--- src/rtl/usb_tx_pkg.sv ---
package usb_tx_pkg;

  typedef enum logic [1:0] {
    ST_IDLE    = 2'd0,
    ST_ACTIVE  = 2'd1,
    ST_EOP_SE0 = 2'd2,
    ST_EOP_J   = 2'd3
  } txState_t;

  // One-cycle strobes from the sequencer to the datapath.
  typedef struct packed {
    logic loadSync;   // start of packet: load SYNC into shifter
    logic loadByte;   // capture txByte into shifter
    logic emitData;   // send shifter bit 0 and shift
    logic emitStuff;  // send an inserted 0 bit
    logic startSe0;   // begin end-of-packet SE0
    logic emitJ;      // closing J bit of end-of-packet
  } dpCtrl_t;

endpackage

--- src/rtl/usb_tx_ctrl.sv ---
module usb_tx_ctrl
  import usb_tx_pkg::*;
#(
  parameter int          DATA_W         = 8,
  parameter int          STUFF_LIMIT    = 6,
  parameter int          SETTLE_EDGES   = 5,
  parameter int          SE0_BITS       = 2,
  parameter logic [1:0]  STUFF_OFF_MODE = 2'b10
) (
  input  logic     clk,
  input  logic     rst,
  input  logic     bitStrobe,
  input  logic     txValid,
  input  logic [1:0] opMode,
  input  logic     curBit,
  output dpCtrl_t  dpCtrl,
  output logic     txReady,
  output logic     busy
);

  localparam int IDX_W    = $clog2(DATA_W);
  localparam int RUN_W    = $clog2(STUFF_LIMIT + 1);
  localparam int SETTLE_W = $clog2(SETTLE_EDGES + 1);
  localparam int SE0_W    = $clog2(SE0_BITS) + 1;

  txState_t             state;
  logic                 haveBit;
  logic [IDX_W-1:0]     bitIdx;
  logic [RUN_W-1:0]     onesRun;
  logic [SE0_W-1:0]     se0Cnt;
  logic [SETTLE_W-1:0]  settleCnt;

  logic armed;
  logic stuffEn;
  logic stuffNow;
  logic lastBit;
  logic se0Last;

  assign armed    = (settleCnt == SETTLE_W'(SETTLE_EDGES));
  assign stuffEn  = (opMode != STUFF_OFF_MODE);
  assign stuffNow = stuffEn && (onesRun == RUN_W'(STUFF_LIMIT));
  assign lastBit  = (bitIdx == IDX_W'(DATA_W - 1));
  assign se0Last  = (se0Cnt == SE0_W'(SE0_BITS - 1));

  always_comb begin
    dpCtrl  = '0;
    txReady = 1'b0;
    unique case (state)
      ST_IDLE: begin
        if (bitStrobe && armed && txValid) dpCtrl.loadSync = 1'b1;
      end
      ST_ACTIVE: begin
        if (bitStrobe) begin
          if (stuffNow) begin
            dpCtrl.emitStuff = 1'b1;
          end else if (haveBit) begin
            dpCtrl.emitData = 1'b1;
            if (lastBit) begin
              txReady         = 1'b1;
              dpCtrl.loadByte = txValid;
            end
          end else begin
            dpCtrl.startSe0 = 1'b1;
          end
        end
      end
      ST_EOP_SE0: begin
        if (bitStrobe && se0Last) dpCtrl.emitJ = 1'b1;
      end
      default: ;
    endcase
  end

  assign busy = (state != ST_IDLE);

  always_ff @(posedge clk) begin
    if (rst) begin
      state     <= ST_IDLE;
      haveBit   <= 1'b0;
      bitIdx    <= '0;
      onesRun   <= '0;
      se0Cnt    <= '0;
      settleCnt <= '0;
    end else begin
      if (!armed) settleCnt <= settleCnt + 1'b1;

      if (dpCtrl.loadSync) begin
        state   <= ST_ACTIVE;
        haveBit <= 1'b1;
        bitIdx  <= '0;
        onesRun <= '0;
      end

      if (dpCtrl.emitStuff) onesRun <= '0;

      if (dpCtrl.emitData) begin
        if (!curBit)
          onesRun <= '0;
        else if (onesRun != RUN_W'(STUFF_LIMIT))
          onesRun <= onesRun + 1'b1;
        if (lastBit) begin
          bitIdx  <= '0;
          haveBit <= dpCtrl.loadByte;
        end else begin
          bitIdx <= bitIdx + 1'b1;
        end
      end

      if (dpCtrl.startSe0) begin
        state  <= ST_EOP_SE0;
        se0Cnt <= '0;
      end

      if (state == ST_EOP_SE0 && bitStrobe && !se0Last) se0Cnt <= se0Cnt + 1'b1;
      if (dpCtrl.emitJ) state <= ST_EOP_J;
      if (state == ST_EOP_J && bitStrobe) state <= ST_IDLE;
    end
  end

endmodule

--- src/rtl/usb_tx_dpath.sv ---
module usb_tx_dpath
  import usb_tx_pkg::*;
#(
  parameter int                DATA_W       = 8,
  parameter logic [DATA_W-1:0] SYNC_PATTERN = {1'b1, {(DATA_W-1){1'b0}}}
) (
  input  logic              clk,
  input  logic              rst,
  input  dpCtrl_t           dpCtrl,
  input  logic [DATA_W-1:0] txByte,
  output logic              curBit,
  output logic              lineOut,
  output logic              se0Out
);

  logic [DATA_W-1:0] shiftReg;
  logic              lineReg;
  logic              se0Reg;

  assign curBit  = shiftReg[0];
  assign lineOut = lineReg;
  assign se0Out  = se0Reg;

  always_ff @(posedge clk) begin
    if (rst) begin
      shiftReg <= '0;
    end else if (dpCtrl.loadSync) begin
      shiftReg <= SYNC_PATTERN;
    end else if (dpCtrl.loadByte) begin
      shiftReg <= txByte;
    end else if (dpCtrl.emitData) begin
      shiftReg <= shiftReg >> 1;
    end
  end

  // NRZI: a 0 bit (data or stuff) toggles the level, a 1 bit holds it.
  always_ff @(posedge clk) begin
    if (rst) begin
      lineReg <= 1'b1;
    end else if (dpCtrl.loadSync || dpCtrl.emitJ) begin
      lineReg <= 1'b1;
    end else if (dpCtrl.emitStuff || (dpCtrl.emitData && !curBit)) begin
      lineReg <= ~lineReg;
    end
  end

  always_ff @(posedge clk) begin
    if (rst) begin
      se0Reg <= 1'b0;
    end else if (dpCtrl.startSe0) begin
      se0Reg <= 1'b1;
    end else if (dpCtrl.emitJ) begin
      se0Reg <= 1'b0;
    end
  end

endmodule

--- src/rtl/usb_tx_serializer.sv ---
module usb_tx_serializer
  import usb_tx_pkg::*;
#(
  parameter int         DATA_W         = 8,
  parameter int         STUFF_LIMIT    = 6,
  parameter int         SETTLE_EDGES   = 5,
  parameter int         SE0_BITS       = 2,
  parameter logic [1:0] STUFF_OFF_MODE = 2'b10
) (
  input  logic              clk,
  input  logic              rst,
  input  logic              bitStrobe,
  input  logic [DATA_W-1:0] txByte,
  input  logic              txValid,
  input  logic [1:0]        opMode,
  output logic              txReady,
  output logic              lineOut,
  output logic              se0Out,
  output logic              busy
);

  dpCtrl_t dpCtrl;
  logic    curBit;

  usb_tx_ctrl #(
    .DATA_W        (DATA_W),
    .STUFF_LIMIT   (STUFF_LIMIT),
    .SETTLE_EDGES  (SETTLE_EDGES),
    .SE0_BITS      (SE0_BITS),
    .STUFF_OFF_MODE(STUFF_OFF_MODE)
  ) u_ctrl (
    .clk      (clk),
    .rst      (rst),
    .bitStrobe(bitStrobe),
    .txValid  (txValid),
    .opMode   (opMode),
    .curBit   (curBit),
    .dpCtrl   (dpCtrl),
    .txReady  (txReady),
    .busy     (busy)
  );

  usb_tx_dpath #(
    .DATA_W(DATA_W)
  ) u_dpath (
    .clk    (clk),
    .rst    (rst),
    .dpCtrl (dpCtrl),
    .txByte (txByte),
    .curBit (curBit),
    .lineOut(lineOut),
    .se0Out (se0Out)
  );

endmodule

--- config.mk ---
export PLATFORM = sky130hd
export DESIGN_NAME = usb_tx_serializer
export DESIGN_NICKNAME = d
export VERILOG_FILES = /design/src/rtl/usb_tx_pkg.sv /design/src/rtl/usb_tx_ctrl.sv /design/src/rtl/usb_tx_dpath.sv /design/src/rtl/usb_tx_serializer.sv
export SDC_FILE = /design/constraint.sdc
export NUM_CORES = 1
export LEC_CHECK = 0
export ABC_AREA = 1
export BUFFER_PORTS_ARGS = -buffer_cell sky130_fd_sc_hd__buf_2
export CORE_MARGIN = 1
export CORE_UTILIZATION = 50
export DETAILED_ROUTE_END_ITERATION = 12
export GPL_ROUTABILITY_DRIVEN = 0
export PLACE_DENSITY = 0.85
export SLEW_MARGIN = 40
export SYNTH_ARGS = -nofsm -noshare
export SYNTH_HDL_FRONTEND = slang
export SYNTH_SLANG_ARGS = --single-unit
--- constraint.sdc ---
create_clock -name clk -period 1.35 [get_ports clk]
set_input_delay 0.27 -clock clk [delete_from_list [all_inputs] [get_ports clk]]
set_output_delay 0.27 -clock clk [all_outputs]
set_load 0.1 [all_outputs]
==> impl_metrics.yaml <==
outcome:
  status: "finished, violations left"
  violations: "negative setup slack"
drt:
  drc: 0
  ant_nets: 0
  vias: 1471
  routed_wl_um: 4270
  drt_iter0_drc: 68
  vias_per_cell: 5.68
  wl_per_cell_um: 16.5
  dr.pass1.iters: 5
layout:
  final-seq-area_um2: 488
  multi_input_area_um2: 846
  drive_gt1_share_pct: 44.6
  design_area_um2: 1950
  diodes: 0
  fin_nets: 253
  final.fill_count: 118
  area_delta_synth_final_pct: 54.8
yosys:
  synthAdderAreaFrac_pct: 6.94
  synth.top_cell.area_share_pct: 38.1
  yosys.area_share.simple_pct: 29.7
  yosys-mux-area-fraction_pct: 0
  synthArstFlopShare_pct: 0
  synth_most_common_cell: "nand2_1"
  synth_top_family_by_area: "simple AND/OR/NAND/NOR gates"
  synth-xor-area-share_pct: 0.694
  synth_top_area_cell: "dfxtp_1"
  yosysWarnings: 0
  syn-cell-area_um2: 1260
  ys.flop_type: "dfxtp_1"
  ys_seq_elements: 24
  synth_area_per_cell_um2: 6.89
  synthCells: 183
  synth_nets: 204
  synth_common_cells: "nand2_1 (39), nor2_1 (30), inv_1 (26)"
  synth_compound_area_share_pct: 13.8
  synth_seq_area_share_pct: 38.1
  synth_edf_count: 0
  ys_types: 24
  synthTopCellsByArea: "dfxtp_1 (38%), nand2_1 (12%), nor2_1 (8.9%)"
placement:
  dpl_cell_area_um2: 1630
  dp.final_hpwl_um: 2430
  port_buffers: 17
  preCtsSetupSlack_ps: -129
sta:
  finalCritPeriodShare_pct: 130
  slew_violations: 0
  fmax_mhz: 571
  finalWorstPathRequiredPeriod_ps: 1750
  finalHoldViolations: 0
  relSlewSlack_pct: 71.0
  rsz0062_at_grt: "yes"
  fin_skew_ps: 7.13
  worst_pin_slew_ps: 433
  fin_ws_ps: -400
  hold_slack_ps: 230
  finalSetupViolations: 23
clock_network:
  root_buffer: "clkbuf_4"
  clk_path_buf_depth: 2
  clk_latency_ps: 320
  htreeDepth: 1
  clk_pin_slew_ps: 140
  tritoncts: "yes"
  cts_made_buffers: 3
  cts_hold_buf: 0
  cts.sinks: 24
pwr:
  power_density_nw_per_um2: 633
  peakVddDrop_mv: 0.694
  p_total_w: 0.00124
  p_leak_nw: 0.899
setup_path:
  crit_fanout: 2
  critPathCaptureType: "output pin"
  r2r_cells: 11
  crit_arrival_ps: 1480
  worstPathRequired_ps: 1080
  path_class: "reg2out"
  start_kind: "flop"
global_route:
  grt_pass1_wl_um: 6030
  grt_max_degree: 14
  grt_pass1_vias: 1431
  grt_usage_pct: 30.3
  overflow: 0
  antenna_found_initial: 0
floorplanning:
  die_h_um: 52.2
  dieWidth_um: 52.2
  start_util_pct: 54.9
  design.core.area_um2: 2300
  ios: 18
  rows: 17
  design.die.area_um2: 2730
flow_run:
  cap_violations: 0
worst_hold_path:
  min_path_type: "in2reg"
  hold_path_depth: 3
==> kinds of logic (layout without fill, tap and decap cells) <==
| kind of cell | count (synthesis) | count (layout) |
|---|---|---|
| and+or+nand+nor | 86 | 86 |
| AOI/OAI and AO/OA | 34 | 34 |
| buffers and inverters | 31 | 79 |
| DFF | 24 | 24 |
| adders and majority gates | 7 | 7 |
| xor gates and xnor gates | 1 | 1 |
==> through the flow <==
stage / utilization [%] / TNS (ps) / cells
after floorplan: - / -619 / 183
after CTS: 79.5 / -2140 / 256
final: 85.0 / -5050 / 259
after detailed placement: 70.9 / -890 / 245
after global placement: 70.9 / -214 / 245
after global routing: 85.0 / -6240 / 259
==> cell type report <==
type / instances / area share (%)
repair inverters: 1 / 0.577
inverters: 28 / 6.03
well taps: 28 / 1.79
clock buffers: 4 / 1.86
multi-input cells: 128 / 43.3
repair buffers: 46 / 21.4
flip-flops and latches: 24 / 25.0
==> worst paths after layout <==
path	from	endpoint	slack [ps]
hold reg to reg	u_ctrl.se0Cnt[1]	u_ctrl.se0Cnt[1]	490
setup / recovery	u_ctrl.state[1]	txReady	-400
setup reg to reg	u_ctrl.state[1]	u_dpath.shiftReg[6]	-380
hold / removal	txByte[7]	u_dpath.shiftReg[7]	230
==> sequential cells by signal, summed over array words and instances, names as in the netlist <==
signal,cells
u_ctrl.haveBit,1
u_ctrl.settleCnt,3
u_dpath.shiftReg,8
u_dpath.se0Out,1
u_ctrl.bitIdx,3
u_ctrl.onesRun,3
u_dpath.lineOut,1
u_ctrl.se0Cnt,2
u_ctrl.state,2
==> critical path, stage by stage (launching register included) <==
cell,delay [ps]
dfxtp_2,350
inv_1,70
nand2_1,100
nor2_2,240
nand2_8,80
nor2_4,130
buf_12,190
==> what timing repair did <==
action,CTS,global route
buffers inserted,5,4
cloned,2,0
endpoints found under the setup margin,20,23
pin swaps,8,12
resized for setup,32,30
==> layout by cell type, fill, tap and decap left out, drive strengths merged <==
master and instances:
a21oi 15, a31oi 1, buf 46, clkbuf 4, dfxtp 24, ha 7
inv 29, nand2 41, nand3 7, nand3b 1, nand4 2, nor2 33
o211ai 1, o21ai 17, or2 2, xnor2 1
==> power by group <==
part / internal [W] / leakage, nW / switching [W]
clock network: 0.000165 / 0.0210 / 0.000224
registers: 0.000721 / 0.197 / 0.00000930
logic: 0.0000508 / 0.681 / 0.0000653
total: 0.000937 / 0.899 / 0.000299
==> metal layers <==
metal  GRT usage (%)  share of wire [%]  wire [um]  up-vias
li1                -                  -          -      679
met1            31.0                 36       1550      686
met2            58.5                 53       2270       84
met3            7.25                6.1        259       22
met4            11.4                4.4        186        0
met5               0                  0          0        -
Power figures use the tool's default switching activity.
